--- config.mk ---
export PLATFORM = sky130hd
export DESIGN_NAME = wt_store_buffer
export DESIGN_NICKNAME = d
export VERILOG_FILES = /design/src/rtl/wsb_pkg.sv /design/src/rtl/wsb_queue.sv /design/src/rtl/wsb_match.sv /design/src/rtl/wsb_drain.sv /design/src/rtl/wt_store_buffer.sv
export SDC_FILE = /design/constraint.sdc
export NUM_CORES = 1
export LEC_CHECK = 0
export ABC_AREA = 1
export BUFFER_PORTS_ARGS = -buffer_cell sky130_fd_sc_hd__clkbuf_2
export CAP_MARGIN = 20
export CORE_AREA = 2 2 149 296
export DETAILED_ROUTE_END_ITERATION = 7
export DIE_AREA = 0 0 151 298
export PLACE_DENSITY = 0.46
export REMOVE_ABC_BUFFERS = 1
export SETUP_SLACK_MARGIN = 0.4
export SYNTH_ARGS = -nofsm -noshare
export SYNTH_HDL_FRONTEND = slang
export SYNTH_SLANG_ARGS = --single-unit
--- constraint.sdc ---
create_clock -name clk -period 4.2 [get_ports clk]
set_input_delay 0.21 -clock clk [delete_from_list [all_inputs] [get_ports clk]]
set_output_delay 0.21 -clock clk [all_outputs]
set_load 0.05 [all_outputs]
--- src/rtl/wsb_pkg.sv ---
package wsb_pkg;
  localparam int WSB_ADDR_W = 32;
  localparam int WSB_DATA_W = 32;
  localparam int WSB_BE_W   = WSB_DATA_W / 8;

  typedef struct packed {
    logic [WSB_ADDR_W-1:0] addr;
    logic [WSB_DATA_W-1:0] data;
    logic [WSB_BE_W-1:0]   be;
  } wsb_entry_t;
endpackage

--- src/rtl/wsb_queue.sv ---
module wsb_queue
  import wsb_pkg::*;
#(
  parameter int DEPTH = 4
) (
  input  logic             clk,
  input  logic             rst_n,
  input  logic             push,
  input  logic             pop,
  input  wsb_entry_t       push_ent,
  output wsb_entry_t       head_ent,
  output logic             head_vld,
  output logic             full,
  output logic             empty,
  output wsb_entry_t       slot_ent [DEPTH],
  output logic [DEPTH-1:0] slot_vld
);
  localparam int PTR_W = (DEPTH > 1) ? $clog2(DEPTH) : 1;
  localparam logic [PTR_W-1:0] LAST = PTR_W'(DEPTH - 1);

  wsb_entry_t       store_q [DEPTH];
  logic [DEPTH-1:0] vld_q, vld_d;
  logic [PTR_W-1:0] wr_ptr_q, wr_ptr_d;
  logic [PTR_W-1:0] rd_ptr_q, rd_ptr_d;

  // next-state
  always_comb begin
    vld_d    = vld_q;
    wr_ptr_d = wr_ptr_q;
    rd_ptr_d = rd_ptr_q;
    if (pop) begin
      vld_d[rd_ptr_q] = 1'b0;
      rd_ptr_d = (rd_ptr_q == LAST) ? '0 : rd_ptr_q + 1'b1;
    end
    if (push) begin
      vld_d[wr_ptr_q] = 1'b1;
      wr_ptr_d = (wr_ptr_q == LAST) ? '0 : wr_ptr_q + 1'b1;
    end
  end

  // control registers
  always_ff @(posedge clk or negedge rst_n) begin
    if (!rst_n) begin
      vld_q    <= '0;
      wr_ptr_q <= '0;
      rd_ptr_q <= '0;
    end else begin
      vld_q    <= vld_d;
      wr_ptr_q <= wr_ptr_d;
      rd_ptr_q <= rd_ptr_d;
    end
  end

  // payload storage, write-enabled per slot
  for (genvar i = 0; i < DEPTH; i++) begin : g_slot
    logic we;
    assign we = push && (wr_ptr_q == PTR_W'(i));
    always_ff @(posedge clk) begin
      if (we) store_q[i] <= push_ent;
    end
    assign slot_ent[i] = store_q[i];
  end

  assign slot_vld = vld_q;
  assign head_ent = store_q[rd_ptr_q];
  assign head_vld = vld_q[rd_ptr_q];
  assign full     = &vld_q;
  assign empty    = ~|vld_q;
endmodule

--- src/rtl/wsb_match.sv ---
module wsb_match
  import wsb_pkg::*;
#(
  parameter int DEPTH = 4
) (
  input  wsb_entry_t             slot_ent [DEPTH],
  input  logic [DEPTH-1:0]       slot_vld,
  input  logic                   rd_check,
  input  logic [WSB_ADDR_W-1:0]  rd_addr,
  output logic                   hazard
);
  logic [DEPTH-1:0] hit;

  for (genvar i = 0; i < DEPTH; i++) begin : g_cmp
    assign hit[i] = slot_vld[i] && (slot_ent[i].addr == rd_addr);
  end

  assign hazard = rd_check && (|hit);
endmodule

--- src/rtl/wsb_drain.sv ---
module wsb_drain
  import wsb_pkg::*;
(
  input  logic                  head_vld,
  input  wsb_entry_t            head_ent,
  input  logic                  mem_ack,
  output logic                  mem_req,
  output logic [WSB_ADDR_W-1:0] mem_addr,
  output logic [WSB_DATA_W-1:0] mem_data,
  output logic [WSB_BE_W-1:0]   mem_be,
  output logic                  pop
);
  assign mem_req  = head_vld;
  assign mem_addr = head_ent.addr;
  assign mem_data = head_ent.data;
  assign mem_be   = head_ent.be;
  assign pop      = head_vld && mem_ack;
endmodule

--- src/rtl/wt_store_buffer.sv ---
module wt_store_buffer
  import wsb_pkg::*;
#(
  parameter int DEPTH = 4
) (
  input  logic                  clk,
  input  logic                  rst_n,
  input  logic                  st_valid,
  input  logic [WSB_ADDR_W-1:0] st_addr,
  input  logic [WSB_DATA_W-1:0] st_data,
  input  logic [WSB_BE_W-1:0]   st_be,
  output logic                  st_stall,
  input  logic                  rd_check,
  input  logic [WSB_ADDR_W-1:0] rd_addr,
  output logic                  rd_hazard,
  output logic                  mem_req,
  output logic [WSB_ADDR_W-1:0] mem_addr,
  output logic [WSB_DATA_W-1:0] mem_data,
  output logic [WSB_BE_W-1:0]   mem_be,
  input  logic                  mem_ack,
  output logic                  sb_empty
);
  wsb_entry_t       push_ent, head_ent;
  wsb_entry_t       slot_ent [DEPTH];
  logic [DEPTH-1:0] slot_vld;
  logic             head_vld, full, empty, push, pop;

  assign push_ent = '{addr: st_addr, data: st_data, be: st_be};
  // a drain in the same cycle frees the slot the new store needs
  assign push     = st_valid && (!full || pop);
  assign st_stall = st_valid && full && !pop;
  assign sb_empty = empty;

  wsb_queue #(.DEPTH(DEPTH)) queue_i (
    .clk(clk), .rst_n(rst_n), .push(push), .pop(pop),
    .push_ent(push_ent), .head_ent(head_ent), .head_vld(head_vld),
    .full(full), .empty(empty), .slot_ent(slot_ent), .slot_vld(slot_vld)
  );

  wsb_match #(.DEPTH(DEPTH)) match_i (
    .slot_ent(slot_ent), .slot_vld(slot_vld), .rd_check(rd_check),
    .rd_addr(rd_addr), .hazard(rd_hazard)
  );

  wsb_drain drain_i (
    .head_vld(head_vld), .head_ent(head_ent), .mem_ack(mem_ack),
    .mem_req(mem_req), .mem_addr(mem_addr), .mem_data(mem_data),
    .mem_be(mem_be), .pop(pop)
  );
endmodule

==> run summary <==
Yosys warning count - 0
CP endpoint kind - primary output
leakage power - 0.006184 uW
largest net degree at the start of global routing - 160
GPL Wtd Cong - 0.8985
clock latency at the later pin of the worst-skew pair - 0.56 ns
Final Total Pwr - 11,500 uW
CTS Buffer Depth - 3
number of max-cap violations - 0
cts bufs inserted - 26
DRT Wirelength - 40.98 mm
Layout area overhead - 24.23%
PwrDens - 732.8 nW/um^2
CTS tree - built
H-Tree Depth - 1
final layout net count - 1,549
CTS Root Buffer Type - clkbuf_16
hold_ws - 0.06659 ns
number of synthesized register bits - 280
Final Max Tran Viols - 0
row count - 107
asr flop ratio synth - 2.857%
RSZ-0062 raised after global routing - false
worst reg2reg path depth - 9
clock sinks - 280
DR WL/cell - 20.49 um
share of layout cells above drive strength 1 - 16.49%
critical path class - register to primary output
Mapped Avg Cell Area - 10.53 um^2
clk slew on worst S/H paths - 0.07 ns
Chip Height - 298 um
DR iter-0 viols - 514
io pins - 177
Core ar. - 42,570 um^2
sequential share of the synthesized area - 66.22%
Vias/cell - 4.714
worst path bufs/invs - 2
most common cell after layout, fill and taps aside - edfxtp_1
f_max - 308.4 MHz
ys flop type - edfxtp_1
Slew headroom - 26.97%
DR vias - 9,428
synthesized area - 12,640 um^2
DRC violations left - 0
CP cell instances - buf_4 -> o21ai_0 -> o22ai_1 -> clkbuf_2
IO Port Bufs - 176
Final setup viols - 0
cell family with most CP delay - buffers and inverters
die area - 45,000 um^2
post-CTS sizing - 0
die width - 151 um
Peak VDD IR - 0.3921 mV
Critical Path Stages - 4
Max stage delay on crit path - 0.82 ns
WP data arrival - 3.03 ns
Max stage delay cell, worst path - dfrtp_4
fin crit share - 77.21%
Starting Density - 29.68%
hpwl dp - 27.76 mm
CP required - 3.99 ns
Final WS setup - 0.9571 ns
CP Max Fanout - 74
clk_skew - 0.01513 ns
Worst Tran Pin Value - 1.095 ns
global-route wire length before repair - 59.56 mm
number of global-route vias before repair - 9,716
DP Worst Slack - 1.504 ns
status - complete, no violations
Tot GR Track Use - 18.11%
Distinct cells, synth - 30
fin crit period - 3.243 ns
Final Hold Fails - 0
Overflow after GRT - 0
post-synthesis cell count - 1,200
hold crit path type - input pin to asynchronous set/reset pin
ANT cells - 0
Post-synth EDFFs - 272
Detail Route Antenna Nets - 0
crit start category - register
most frequent cells in the layout - edfxtp_1 (272), nand2_1 (236), clkbuf_2 (176)
drt pass-1 iters - 5
initial antenna violation count - 3
## per-layer routing
metal | track usage [%] | vias up | wire [um]
met1 | 18.33 | 4499 | 14240
met3 | 3.124 | 85 | 2011
met2 | 33.92 | 268 | 22210
li1 | - | 4570 | -
met4 | 10.44 | 6 | 2481
met5 | 0 | - | 35
## worst register-to-register path: stages, from the launching register on
cell and delay [ns]:
dfrtp_4 0.82, inv_4 0.11, a21oi_2 0.14, o21ai_1 0.08, nand2_2 0.09, nand2_4 0.06
nand2_2 0.07, nand2_4 0.11, nor2_4 0.13, buf_4 0.51
## cells by family (layout without fill, tap and decap cells)
family / count (synthesis) / count (layout) / synth area share [%]
buf+inv: 177 / 432 / 5.416
simple gates: 421 / 421 / 13.17
xor+xnor: 41 / 41 / 2.842
compound gates: 273 / 273 / 11.56
flops: 280 / 280 / 66.22
fa+ha+maj: 8 / 8 / 0.7922
## what timing repair did
action	in CTS	in global routing
hold buffers	70	0
endpoints found under the setup margin	0	0
setup buffers	0	0
hold endpoints to repair	281	0
## power by group
| group | internal, uW | switching (uW) |
|---|---|---|
| sequential | 3710 | 311 |
| combinational | 1140 | 3990 |
| clock | 1320 | 1040 |
| total | 6160 | 5340 |
## cell usage after synthesis, types with 3 or more instances
cell type	n	area share, %
edfxtp_1	272	65
nand2_1	236	7.0
nor2_1	157	4.7
o21ai_0	147	5.8
inv_1	125	3.7
a21oi_1	57	2.3
o22ai_1	56	2.8
xnor2_1	36	2.5
clkbuf_1	30	0.89
nand3_1	9	0.36
dfrtp_1	8	1.6
ha_1	8	0.79
buf_2	7	0.28
nand4_1	7	0.35
clkbuf_2	6	0.24
o21ai_1	6	0.24
buf_1	5	0.15
xor2_1	5	0.35
inv_2	3	0.089
nor2_2	3	0.15
or2_1	3	0.15
## per-stage QoR
stage	utilization, %	TNS (ns)	instances	instance area [um^2]
3_5_place_dp	33.28	0	1883	14170
6_report	36.87	0	2000	15700
4_1_cts	36.87	0	2000	15700
5_1_grt	36.87	0	2000	15700
3_3_place_gp	33.28	0	1883	14170
2_1_floorplan	-	-744.72	1151	12430
## worst paths after layout
kind                                                      start                                to  slack, ns
worst max-delay path            queue_i.rd_ptr_q[0]$_DFFE_PN0N_                       mem_data[2]       0.96
worst min-delay path                                      rst_n     queue_i.slot_vld[0]$_DFF_PN0_       0.07
worst max register to register  queue_i.rd_ptr_q[0]$_DFFE_PN0N_  queue_i.store_q[0][35]$_DFFE_PP_       1.68
worst min register to register    queue_i.slot_vld[3]$_DFF_PN0_     queue_i.slot_vld[3]$_DFF_PN0_       0.60
max in group asynchronous                                 rst_n   queue_i.rd_ptr_q[0]$_DFFE_PN0N_       3.91
min in group clk                                       st_valid   queue_i.wr_ptr_q[1]$_DFFE_PN0P_       0.07
## flip-flops by register name, summed over array words and instances (netlist names)
signal            flops
queue_i.slot_vld      4
queue_i.rd_ptr_q      2
queue_i.wr_ptr_q      2
queue_i.store_q     272
## layout make-up
class | instances | area [um^2]
repair buffers | 257 | 1727
clock buffers | 37 | 723.2
inverters | 128 | 483.0
flip-flops and latches | 280 | 8373
multi-input cells | 743 | 3606
well taps | 545 | 681.9
fillers | 4282 | 26880
clock inverters | 10 | 103.9
No activity file was read; power rests on OpenSTA's default activity.
